`config.mk`:
```
export PLATFORM = sky130hd
export DESIGN_NAME = dtmf_period_classifier
export DESIGN_NICKNAME = d
export VERILOG_FILES = /design/src/rtl/dtmf_pc_pkg.sv /design/src/rtl/dtmf_edge_timer.sv /design/src/rtl/dtmf_band_judge.sv /design/src/rtl/dtmf_pair_steer.sv /design/src/rtl/dtmf_period_classifier.sv
export SDC_FILE = /design/constraint.sdc
export NUM_CORES = 1
export LEC_CHECK = 0
export BUFFER_PORTS_ARGS = -buffer_cell sky130_fd_sc_hd__buf_2
export CORE_UTILIZATION = 66
export DETAILED_ROUTE_END_ITERATION = 16
export PLACE_DENSITY_LB_ADDON = 0.25
export SLEW_MARGIN = 20
export SYNTH_ARGS = -nofsm -noshare
export SYNTH_HDL_FRONTEND = slang
export SYNTH_SLANG_ARGS = --single-unit
```
`constraint.sdc`:
```
create_clock -name clk -period 6.52 [get_ports clk]
set_clock_uncertainty 0.2 [all_clocks]
set_input_delay 0.978 -clock clk [delete_from_list [all_inputs] [get_ports clk]]
set_output_delay 0.978 -clock clk [all_outputs]
set_load 0.02 [all_outputs]
```
`src/rtl/dtmf_pc_pkg.sv`:
```
package dtmf_pc_pkg;

  // Nominal tone frequency in Hz, group 0 = rows, group 1 = columns
  function automatic int unsigned tone_hz(input bit high_grp, input int unsigned k);
    int unsigned f;
    if (!high_grp) begin
      case (k)
        0: f = 697;
        1: f = 770;
        2: f = 852;
        default: f = 941;
      endcase
    end else begin
      case (k)
        0: f = 1209;
        1: f = 1336;
        2: f = 1477;
        default: f = 1633;
      endcase
    end
    return f;
  endfunction

  // floor(clk_hz * 1000 / (f_hz * scale_permille))
  function automatic int unsigned count_floor(input int unsigned clk_hz,
                                              input int unsigned f_hz,
                                              input int unsigned scale_permille);
    logic [63:0] num;
    logic [63:0] den;
    num = 64'(clk_hz) * 64'd1000;
    den = 64'(f_hz) * 64'(scale_permille);
    return 32'(num / den);
  endfunction

  // shortest accepted period (highest accepted frequency)
  function automatic int unsigned win_lo(input int unsigned clk_hz, input int unsigned f_hz,
                                         input int unsigned tol);
    return count_floor(clk_hz, f_hz, 1000 + tol);
  endfunction

  // longest accepted period (lowest accepted frequency)
  function automatic int unsigned win_hi(input int unsigned clk_hz, input int unsigned f_hz,
                                         input int unsigned tol);
    return count_floor(clk_hz, f_hz, 1000 - tol);
  endfunction

  // count at which a silent band is dropped
  function automatic int unsigned timeout_lim(input int unsigned clk_hz, input bit high_grp,
                                              input int unsigned tol);
    return win_hi(clk_hz, tone_hz(high_grp, 0), tol) + 1;
  endfunction

  function automatic int unsigned cnt_bits(input int unsigned clk_hz, input int unsigned tol);
    return $clog2(timeout_lim(clk_hz, 1'b0, tol) + 1);
  endfunction

endpackage

```
`src/rtl/dtmf_edge_timer.sv`:
```
module dtmf_edge_timer #(
  parameter int unsigned CLK_HZ       = 3579545,
  parameter int unsigned TOL_PERMILLE = 25,
  parameter bit          HIGH_GRP     = 1'b0,
  parameter int unsigned CNT_W        = 13
) (
  input  logic             clk,
  input  logic             rst_n,
  input  logic             tone_in,
  output logic             meas_stb,
  output logic             tmo_stb,
  output logic [CNT_W-1:0] meas_cnt
);
  localparam int unsigned    LIM   = dtmf_pc_pkg::timeout_lim(CLK_HZ, HIGH_GRP, TOL_PERMILLE);
  localparam logic [CNT_W-1:0] LIM_C = CNT_W'(LIM);

  logic [2:0]       sync_q;
  logic [CNT_W-1:0] cnt_q;
  logic             have_ref_q;
  logic             rise_seen;

  assign rise_seen = sync_q[1] & ~sync_q[2];

  always_ff @(posedge clk) begin
    if (!rst_n) begin
      sync_q     <= '0;
      cnt_q      <= '0;
      have_ref_q <= 1'b0;
      meas_stb   <= 1'b0;
      tmo_stb    <= 1'b0;
      meas_cnt   <= '0;
    end else begin
      sync_q   <= {sync_q[1:0], tone_in};
      meas_stb <= 1'b0;
      tmo_stb  <= 1'b0;
      if (rise_seen) begin
        cnt_q      <= CNT_W'(1);
        have_ref_q <= 1'b1;
        if (have_ref_q) begin
          meas_stb <= 1'b1;
          meas_cnt <= cnt_q;
        end
      end else if (have_ref_q) begin
        if (cnt_q == LIM_C) begin
          tmo_stb    <= 1'b1;
          have_ref_q <= 1'b0;
        end else begin
          cnt_q <= cnt_q + 1'b1;
        end
      end
    end
  end

  assert_event_excl_R8: assert property (@(posedge clk) disable iff (!rst_n)
    !(meas_stb && tmo_stb));
  assert_no_meas_after_tmo_R8: assert property (@(posedge clk) disable iff (!rst_n)
    tmo_stb |=> !meas_stb);
  assert_meas_range_R2: assert property (@(posedge clk) disable iff (!rst_n)
    meas_stb |-> (meas_cnt >= CNT_W'(2) && meas_cnt <= LIM_C));

endmodule

```
`src/rtl/dtmf_band_judge.sv`:
```
module dtmf_band_judge #(
  parameter int unsigned CLK_HZ       = 3579545,
  parameter int unsigned TOL_PERMILLE = 25,
  parameter bit          HIGH_GRP     = 1'b0,
  parameter int unsigned CNT_W        = 13,
  parameter int unsigned RUN_NEED     = 4
) (
  input  logic             clk,
  input  logic             rst_n,
  input  logic             meas_stb,
  input  logic             tmo_stb,
  input  logic [CNT_W-1:0] meas_cnt,
  input  logic             mask_top,
  output logic             band_valid,
  output logic [1:0]       band_idx
);
  localparam int unsigned RUN_W = $clog2(RUN_NEED + 1);

  logic [3:0]       in_win;
  logic             hit;
  logic [1:0]       hit_idx;
  logic [RUN_W-1:0] run_q;
  logic [RUN_W-1:0] run_inc;
  logic [1:0]       cand_q;
  logic             same_tone;

  for (genvar k = 0; k < 4; k++) begin : g_win
    localparam int unsigned LO =
      dtmf_pc_pkg::win_lo(CLK_HZ, dtmf_pc_pkg::tone_hz(HIGH_GRP, k), TOL_PERMILLE);
    localparam int unsigned HI =
      dtmf_pc_pkg::win_hi(CLK_HZ, dtmf_pc_pkg::tone_hz(HIGH_GRP, k), TOL_PERMILLE);
    if (k == 3) begin : g_maskable
      assign in_win[k] = ~mask_top & (meas_cnt >= CNT_W'(LO)) & (meas_cnt <= CNT_W'(HI));
    end else begin : g_plain
      assign in_win[k] = (meas_cnt >= CNT_W'(LO)) & (meas_cnt <= CNT_W'(HI));
    end
  end

  always_comb begin
    hit_idx = 2'd0;
    for (int k = 3; k >= 0; k--) begin
      if (in_win[k]) hit_idx = 2'(k);
    end
  end

  assign hit       = |in_win;
  assign same_tone = hit && (hit_idx == cand_q) && (run_q != '0);
  assign run_inc   = (run_q == RUN_W'(RUN_NEED)) ? run_q : run_q + 1'b1;

  always_ff @(posedge clk) begin
    if (!rst_n) begin
      run_q      <= '0;
      cand_q     <= 2'd0;
      band_valid <= 1'b0;
    end else if (tmo_stb) begin
      run_q      <= '0;
      band_valid <= 1'b0;
    end else if (meas_stb) begin
      if (same_tone) begin
        run_q      <= run_inc;
        band_valid <= (run_inc >= RUN_W'(RUN_NEED));
      end else if (hit) begin
        cand_q     <= hit_idx;
        run_q      <= RUN_W'(1);
        band_valid <= (RUN_NEED <= 1);
      end else begin
        run_q      <= '0;
        band_valid <= 1'b0;
      end
    end else if (mask_top && cand_q == 2'd3) begin
      run_q      <= '0;
      band_valid <= 1'b0;
    end
  end

  assign band_idx = cand_q;

  assert_tmo_drops_R8: assert property (@(posedge clk) disable iff (!rst_n)
    tmo_stb |=> !band_valid);
  assert_reject_drops_R4: assert property (@(posedge clk) disable iff (!rst_n)
    (meas_stb && !hit) |=> !band_valid);
  assert_rise_on_meas_R5: assert property (@(posedge clk) disable iff (!rst_n)
    $rose(band_valid) |-> $past(meas_stb));
  assert_mask_top_R9: assert property (@(posedge clk) disable iff (!rst_n)
    ($past(mask_top) && band_valid) |-> (band_idx != 2'd3));

endmodule

```
`src/rtl/dtmf_pair_steer.sv`:
```
module dtmf_pair_steer (
  input  logic       clk,
  input  logic       rst_n,
  input  logic       low_valid,
  input  logic [1:0] low_idx,
  input  logic       high_valid,
  input  logic [1:0] high_idx,
  output logic       early_steer,
  output logic [1:0] row_idx,
  output logic [1:0] col_idx
);
  logic both_ok;

  assign both_ok = low_valid & high_valid;

  always_ff @(posedge clk) begin
    if (!rst_n) begin
      early_steer <= 1'b0;
      row_idx     <= 2'd0;
      col_idx     <= 2'd0;
    end else begin
      early_steer <= both_ok;
      if (both_ok) begin
        row_idx <= low_idx;
        col_idx <= high_idx;
      end
    end
  end

  assert_steer_needs_both_R7: assert property (@(posedge clk) disable iff (!rst_n)
    early_steer |-> $past(low_valid && high_valid));
  assert_steer_falls_R7: assert property (@(posedge clk) disable iff (!rst_n)
    (!low_valid || !high_valid) |=> !early_steer);
  assert_pair_hold_R10: assert property (@(posedge clk) disable iff (!rst_n)
    !both_ok |=> ($stable(row_idx) && $stable(col_idx)));

endmodule

```
`src/rtl/dtmf_period_classifier.sv`:
```
module dtmf_period_classifier #(
  parameter int unsigned CLK_HZ       = 3579545,
  parameter int unsigned TOL_PERMILLE = 25,
  parameter int unsigned RUN_NEED     = 4
) (
  input  logic       clk,
  input  logic       rst_n,
  input  logic       low_sq,
  input  logic       high_sq,
  input  logic       inhibit_top,
  output logic       early_steer,
  output logic [1:0] row_idx,
  output logic [1:0] col_idx
);
  localparam int unsigned CNT_W = dtmf_pc_pkg::cnt_bits(CLK_HZ, TOL_PERMILLE);

  logic [1:0]       sq_in;
  logic [1:0]       band_mask;
  logic [1:0]       b_meas;
  logic [1:0]       b_tmo;
  logic [1:0]       b_valid;
  logic [CNT_W-1:0] b_cnt [2];
  logic [1:0]       b_idx [2];

  assign sq_in     = {high_sq, low_sq};
  assign band_mask = {inhibit_top, 1'b0};

  for (genvar g = 0; g < 2; g++) begin : g_band
    dtmf_edge_timer #(
      .CLK_HZ(CLK_HZ), .TOL_PERMILLE(TOL_PERMILLE), .HIGH_GRP(g == 1), .CNT_W(CNT_W)
    ) u_timer (
      .clk(clk), .rst_n(rst_n), .tone_in(sq_in[g]),
      .meas_stb(b_meas[g]), .tmo_stb(b_tmo[g]), .meas_cnt(b_cnt[g])
    );
    dtmf_band_judge #(
      .CLK_HZ(CLK_HZ), .TOL_PERMILLE(TOL_PERMILLE), .HIGH_GRP(g == 1), .CNT_W(CNT_W),
      .RUN_NEED(RUN_NEED)
    ) u_judge (
      .clk(clk), .rst_n(rst_n), .meas_stb(b_meas[g]), .tmo_stb(b_tmo[g]),
      .meas_cnt(b_cnt[g]), .mask_top(band_mask[g]),
      .band_valid(b_valid[g]), .band_idx(b_idx[g])
    );
  end

  dtmf_pair_steer u_steer (
    .clk(clk), .rst_n(rst_n),
    .low_valid(b_valid[0]), .low_idx(b_idx[0]),
    .high_valid(b_valid[1]), .high_idx(b_idx[1]),
    .early_steer(early_steer), .row_idx(row_idx), .col_idx(col_idx)
  );

endmodule

```
==> results list, run 1 <==
- The run finished with clean final reports.
- During placement, the flow inserted port buffers numbering 9.
- Once detailed placement completed, the half-perimeter wirelength came to 4960 µm.
* Slew at the pin closest to its max-slew limit: 0.827 ns
- Critical path origin: rst_n
- Peak VDD IR: ~0.00014 V
* Type of the setup path with the least slack: in -> reg
* Number of setup violations in the final report: 0
* Count of unique library cells instantiated by Yosys: between 60 and 70
- Startpoint kind of the worst setup timing path: input pin
- Final Max Tran Viols: 0
- The initial utilization of the core area, before any placement, comes to approximately 70%.
* Detailed-route vias per instance: 5.97
* Share of the synthesized area in the top cell type: slightly above 40%
- In this run switching power makes up a little over a fifth of total power.
* Hold buffers post-CTS: 0
- Buffer cell driving the clock tree root: sky130_fd_sc_hd__clkbuf_8
* Global-route wire length before repair: around 13000 µm
* Area Overhead vs Synth: 6.75%
- Synthesis warning total: 0
- For this run, the slowest stage of the critical path takes ~0.56 ns.
- Ranking of synthesized cells by instance count: 82 x sky130_fd_sc_hd__nand2_1, 79 x sky130_fd_sc_hd__dfxtp_1, 35 x sky130_fd_sc_hd__a21boi_0
- In this run the post-CTS setup repair buffer count came out at 0.
* Total Routing Usage GR: between 20 and 30%
- The tree built by TritonCTS fans out to around 80 sinks.
- Die span in x: 78.5 µm
- Cell family contributing the most delay on the critical path: simple AND/OR/NAND/NOR gates
- Arrival time of the worst setup path: ~2.7 ns
- Final cell utilization of the core: roughly three quarters
- Antenna violations before repair: 0
- Entering global routing, the biggest net connects 55 pins.
- Counting along the longest clock path gives a buffer depth of 2.
* Total design power: just over 0.9 mW
- In the synthesized netlist the dominant register cell turns out to be sky130_fd_sc_hd__dfxtp_1.
- For this design the ratio of total power to cell area is 223 nW/µm².
- After clock tree synthesis, the repair step resized 0 gates.
- For the worst-skew pair, the clock arrives at the later sink with an insertion delay of between 0.3 and 0.4 ns.
- Count of pins on the block boundary: 10
- For this run the aggregate overflow at the end of global routing stands at 0.
* Routed wirelength normalized by instance count: 13.9 µm
- The number of antenna diodes in the final layout is 0.
- Count of flip-flops with a built-in enable after synthesis: 0
- Crit. End Element: flop
- In the routed design, unresolved DRC markers number 0.
- Fill cells in the final layout number around 430.
- The count of final hold-check violations came to 0.
- Portion of total power attributed to combinational logic: between 2 and 3%
- Of all nets on the critical path, the largest fanout is 54.
- The worst hold path belongs to the class reg -> reg.
- Final sum of negative setup slack: 0 ns
- Post-synth top area cell: sky130_fd_sc_hd__dfxtp_1
- Total area of multi-input combinational cells: approximately 2100 µm²
- FF+latch count, synth: between 70 and 80
* Initial DRC count: a little over 200
- From bottom edge to top edge, the die measures about 78 µm.
- Core box area: between 5000 and 6000 µm²
- The largest individual stage delay along the critical path comes from the cell sky130_fd_sc_hd__buf_2.
- In this run the critical register-to-register path is launched from g_band[1].u_timer.cnt_q[0].
- The number of global-route vias before repair is 2961.
- Routability-driven placement congestion ratio: around 0.86
* Part of the power in registers: between 50% and 60%
- Syn Inst Count: approximately 460
* Proportion of synthesized flip-flops having asynchronous set or reset: 0%
- Setup repair after global routing left no endpoint under its margin.
* Shortest period the worst path allows: between 2 and 3 ns
- Most used standard cell by instance count after synthesis: sky130_fd_sc_hd__nand2_1
- In this run the most critical hold path is launched from g_band[1].u_timer.sync_q[0].
* Total buffers and inverters traversed by the critical path: 1
* Count of H-tree levels built during CTS: 3
- The synthesized netlist occupies a cell area of roughly 3900 µm².
* Total via count in the routed design: about 3200
* Final worst-path cycle share: 41.3%
- Number of detailed-routing iterations run before antenna repair: 4
- The net count of the finished layout is between 400 and 500.
- Routed WL: 7410 µm
- Relative max-transition margin: between 40 and 50%
- The floorplan has 27 rows.
- TritonCTS built the clock tree.
- The tightest hold path in the finished design has a slack of between 0.2 and 0.25 ns.
* Net switching power: 0.198 mW
- Number of maximum-capacitance constraint violations: 0
- Synth area leaders: sky130_fd_sc_hd__dfxtp_1 41%, sky130_fd_sc_hd__nand2_1 8.0%, sky130_fd_sc_hd__a21boi_0 6.8%
- Internal Power: 0.722 mW
* Clock share of power: 44.1%
* LEAKAGE: 1.44 nW
- Area enclosed by the die boundary: between 6000 and 7000 µm²
- Synthesis produced a netlist with a net count of between 400 and 500.
- Average cell area after synthesis: between 8 and 9 µm²
* Number of nets with antenna violations after routing: 0
- Worst-path cell chain: buf_2 > or2b_2 > or3_1 > a211o_2 > o311ai_0
- Derived from the worst setup path, the maximum achievable clock frequency is 371 MHz.
* TritonCTS buffer count: 9
- Fraction of final layout cells sized beyond drive strength 1: 8.24%
- CTS clk-pin slew, worst paths: roughly 0.090 ns
- Data required time of the critical path: ~6.6 ns
- Summing all flip-flop and latch instances after layout gives between 1500 and 2000 µm².
- For this run, the register share of the synthesized area comes to 41.0%.
==> placed cells by master (no fill, tap or decap), types with 6 or more instances in the layout <==
cell type	Yosys	routed
sky130_fd_sc_hd__nand4_1	13	13
sky130_fd_sc_hd__nand3_1	16	16
sky130_fd_sc_hd__a21boi_0	35	35
sky130_fd_sc_hd__or3_1	8	8
sky130_fd_sc_hd__nor2_1	32	32
sky130_fd_sc_hd__dfxtp_1	79	79
sky130_fd_sc_hd__and3_1	6	6
sky130_fd_sc_hd__clkbuf_8	2	10
sky130_fd_sc_hd__a21oi_1	13	13
sky130_fd_sc_hd__buf_2	1	9
sky130_fd_sc_hd__inv_1	15	15
sky130_fd_sc_hd__o21ai_0	15	15
sky130_fd_sc_hd__nand2_1	82	82
sky130_fd_sc_hd__nor3_1	7	7
sky130_fd_sc_hd__ha_1	8	8
sky130_fd_sc_hd__xor2_1	17	17
sky130_fd_sc_hd__and2_1	10	10
sky130_fd_sc_hd__nor2b_1	7	7
==> cell families after synthesis <==
kind of cell / Yosys count / share of synthesized area [%]
xor+xnor: 22 / 5.00
compound gates: 98 / 18.7
mux: 5 / 1.43
fa+ha+maj: 8 / 2.59
flops: 79 / 41.0
simple gates: 209 / 27.3
buf+inv: 35 / 3.99
==> layout make-up <==
type	count	share of cell area, %
Timing Repair Buffer	9	1.09
Clock inverter	5	1.98
Tap cell	72	2.19
Multi-Input combinational cell	342	51.5
Sequential cell	79	38.4
Inverter	15	1.37
Clock buffer	11	3.43
==> metal layers <==
| layer | vias up | share of wire [%] | GRT usage (%) |
|---|---|---|---|
| met5 | - | 0 | 0 |
| met4 | 0 | 1.4 | 9.81 |
| met3 | 13 | 3.1 | 5.47 |
| met2 | 45 | 46 | 42.9 |
| met1 | 1520 | 49 | 33.2 |
| li1 | 1604 | - | - |
==> sequential cells by signal (all words and copies together) (netlist names) <==
signal,flops
g_band.u_timer.tmo_stb,2
u_steer.col_idx,2
g_band.u_timer.have_ref_q,2
g_band.u_timer.meas_stb,2
u_steer.early_steer,1
u_steer.row_idx,2
g_band.u_judge.run_q,6
g_band.u_timer.meas_cnt,26
g_band.u_judge.band_idx,4
g_band.u_timer.sync_q,6
g_band.u_timer.cnt_q,26
==> final timing paths <==
kind	to	depth (start not counted)	slack [ns]
worst max-delay path	g_band[0].u_judge.run_q[0]	5	3.83
worst min-delay path	g_band[1].u_timer.sync_q[1]	1	0.25
worst max register to register	g_band[1].u_timer.cnt_q[11]	8	3.83
worst min register to register	g_band[1].u_timer.sync_q[1]	1	0.25
==> per-stage QoR <==
step / worst slack, ns / instances / cell area [µm²]
5_1_grt: 3.71 / 533 / 4120
3_5_place_dp: 3.46 / 517 / 3890
3_3_place_gp: 3.53 / 517 / 3890
4_1_cts: 3.84 / 533 / 4120
2_1_floorplan: 4.03 / 456 / 3860
6_report: 3.83 / 533 / 4120
==> power by group through the flow <==
| stage | clock [mW] | sequential (mW) | combinational, mW |
|---|---|---|---|
| after global placement | 0 | 0.501 | 0.0230 |
| after floorplan | 0 | 0.500 | 0.0196 |
| after CTS | 0.407 | 0.490 | 0.0244 |
| after detailed placement | 0 | 0.501 | 0.0240 |
| final | 0.405 | 0.490 | 0.0245 |
| after global routing | 0.432 | 0.490 | 0.0273 |
No activity file was read; power rests on OpenSTA's default activity.
==> run 2, diff against run 1 <==
- CORE_UTILIZATION: 66 -> 62
- clock period: 6.52 -> 2.6 ns (I/O delays scaled with it)
==> results list, run 2 (synthesis gave the netlist of run 1 again) <==
- Outcome: finished, final reports clean
- CTS built an H-tree with a depth of 3.
- Setup Slack @ Placement: about 0.16 ns
* Total DRC errors in the routed layout: 0
- Slew at the pin closest to its max-slew limit: 0.784 ns
- Post-DP HPWL: around 5000 µm
- R2r worst-path depth: 7
- Of the cells placed in the final design, the portion with a size suffix greater than 1 is 9.07%.
* Commonest cells after routing, fill and taps aside: 82 x sky130_fd_sc_hd__nand2_1, 79 x sky130_fd_sc_hd__dfxtp_1, 35 x sky130_fd_sc_hd__a21boi_0
- After clock tree synthesis, the clock-pin slew on the worst setup and hold paths is approximately 0.080 ns.
* Area enclosed by the die boundary: about 6500 µm²
- Final global-route overflow total: 0
- Number of setup violations in the final report: 0
- After floorplanning, the core was sized to cover 5960 µm².
- The clock passes through at most 2 buffers.
- Dpl cell area: about 4000 µm²
- Measured along the x axis, the die boundary spans ~81 µm.
- Shortest period the worst path allows: 2.47 ns
- Crit. End Element: flop
- Across the VDD grid, the largest voltage drop is just over 0.0004 V.
- Clock tree from TritonCTS: built
* CP max stage delay: 0.39 ns
- Total Routing Usage GR: approximately a quarter
- Once detail routing completed, the nets flagged for antenna violations numbered 0.
- Hold buffers post-CTS: 0
- Largest net degree at the start of global routing: 54
- For this design the ratio of total power to cell area is between 500 and 600 nW/µm².
* Startpoint kind of the worst setup timing path: flop
- Derived from the worst setup path, the maximum achievable clock frequency is a little over 400 MHz.
* Number of maximum-capacitance constraint violations: 0
- The final route contains roughly 3100 vias.
- Buffer cell driving the clock tree root: sky130_fd_sc_hd__clkbuf_8
* Count of pins on the block boundary: 10
- The later pin in the worst-skew pair is clocked with a latency of ~0.36 ns.
* Area Overhead vs Synth: 8.21%
- In the final layout, the registers with the most flip-flops are g_band.u_timer.cnt_q (26), g_band.u_timer.meas_cnt (26).
* Source of the worst hold timing path: low_sq
- On the critical path the largest part of the delay comes from compound AO/OA/AOI/OAI gates.
- The number of antenna diodes in the final layout is 0.
- In this run the vertical extent of the chip is between 80 and 90 µm.
- Number of detailed-routing iterations run before antenna repair: 4
- Final worst-path cycle share: between 90% and 100%
- Relative max-transition margin: between 40% and 50%
* Initial DRC count: 190
- Total buffers and inverters traversed by the critical path: 0
- Total design power: 2.42 mW
* Count of clock tree sinks: 79
- TritonCTS buffer count: 9
- Routed wirelength normalized by instance count: between 10 and 15 µm
- Using the TritonRoute via totals, the vias-per-cell ratio works out to approximately 5.8.
* Number of global-route vias before repair: between 2000 and 3000
- Antenna violations before repair: 0
- The count of final hold-check violations was 0.
- Routed WL: ~7200 µm
* Final cell utilization of the core: 70.1%
- Routability-driven placement finished with a final weighted congestion of between 0.8 and 0.9.
- Arrival time of the worst setup path: around 2.5 ns
* Net count, final: around 470
- Final sum of negative setup slack: 0 ns
- Leaving out fill and tap cells, the most frequent cell in the layout is sky130_fd_sc_hd__nand2_1.
- Total of buffers placed on input and output ports: 9
- Hold-critical path depth: 2
- In this run the critical register-to-register path is captured at g_band[0].u_judge.band_idx[0].
- The signal on the critical path passes through and4_4 > a211o_1 > a221o_1 > a21boi_4 > mux2_4 > o21ai_0 > mux2i_1.
- The first global-routing pass estimated 12200 µm of wire.
- Setup slack closes at about 0.13 ns.
- The max-slew violation count was 0.
* Worst r2r src: g_band[0].u_timer.meas_cnt[5]
- Post-route cell area: about 4200 µm²
- STA puts the critical path data required time at about 2.7 ns.
- Type of the setup path with the least slack: reg -> reg
* Maximum net fanout on the critical path: 6
- Setup slack of the most critical reg-to-reg path: about 0.13 ns
* Hold Crit Endpoint: g_band[0].u_timer.sync_q[0]
- Initial core utilization: between 60% and 70%
* CP max stage cell: sky130_fd_sc_hd__a221o_1
- The tightest min-delay check is of the in -> reg type.
- Setup repair after global routing left no endpoint under its margin.
- LEAKAGE: 1.47 nW
- The initialized floorplan defines 28 standard-cell rows.
==> run 2: stage by stage <==
stage	std cells	hold slack, ns
6_report	538	0.0393
5_1_grt	538	0.0445
4_1_cts	538	0.0278
3_5_place_dp	522	0.219
3_3_place_gp	522	0.213
2_1_floorplan	456	0.212
==> run 2: cell type report <==
class | instances | area (µm²)
multi-input cells | 342 | 2130
fillers | 484 | 1780
flip-flops and latches | 79 | 1580
clock buffers | 10 | 138
clock inverters | 6 | 116
well taps | 75 | 93.8
repair buffers | 11 | 60.1
inverters | 15 | 56.3
==> run 2: what timing repair did <==
| item | 4_1_cts | 5_1_grt |
|---|---|---|
| endpoints found under the setup margin | 0 | 1 |
| setup buffers | 0 | 0 |
| resized for setup | 0 | 1 |
==> run 2: worst max-delay path by stage <==
| stage | start | end | slack, ns | depth (start not counted) |
|---|---|---|---|---|
| after floorplan | g_band[1].u_timer.cnt_q[0] | g_band[1].u_timer.cnt_q[9] | 0.17 | 9 |
| after global placement | g_band[0].u_timer.meas_cnt[4] | g_band[0].u_judge.run_q[0] | 0.27 | 7 |
| after detailed placement | g_band[1].u_timer.cnt_q[0] | g_band[1].u_timer.cnt_q[9] | 0.16 | 8 |
| after CTS | g_band[0].u_timer.meas_cnt[5] | g_band[0].u_judge.band_idx[0] | 0.12 | 7 |
| after global routing | g_band[1].u_timer.cnt_q[0] | g_band[1].u_timer.cnt_q[11] | 0.02 | 8 |
| final | g_band[0].u_timer.meas_cnt[5] | g_band[0].u_judge.band_idx[0] | 0.13 | 7 |
==> run 2: metal layers <==
metal | part of all wire [%] | vias up | track usage, %
met5 | 0 | - | 0
met4 | 0.80 | 0 | 11.4
li1 | - | 1612 | -
met3 | 2.9 | 8 | 4.61
met1 | 51 | 1447 | 31.2
met2 | 46 | 51 | 37.8
==> run 2: power by group <==
part	switching (mW)	total (mW)	internal, mW
logic	0.0376	0.0632	0.0256
clock network	0.461	1.13	0.671
registers	0.00889	1.23	1.22
total	0.507	2.42	1.91
==> run 2: worst reg2reg max path: cells and delay by family (launching register included) <==
kind             cells  cell delay [ns]
AO/OA/AOI/OAI        4             1.07
flip-flops           1             0.37
AND/OR/NAND/NOR      1             0.21
multiplexers         2             0.54
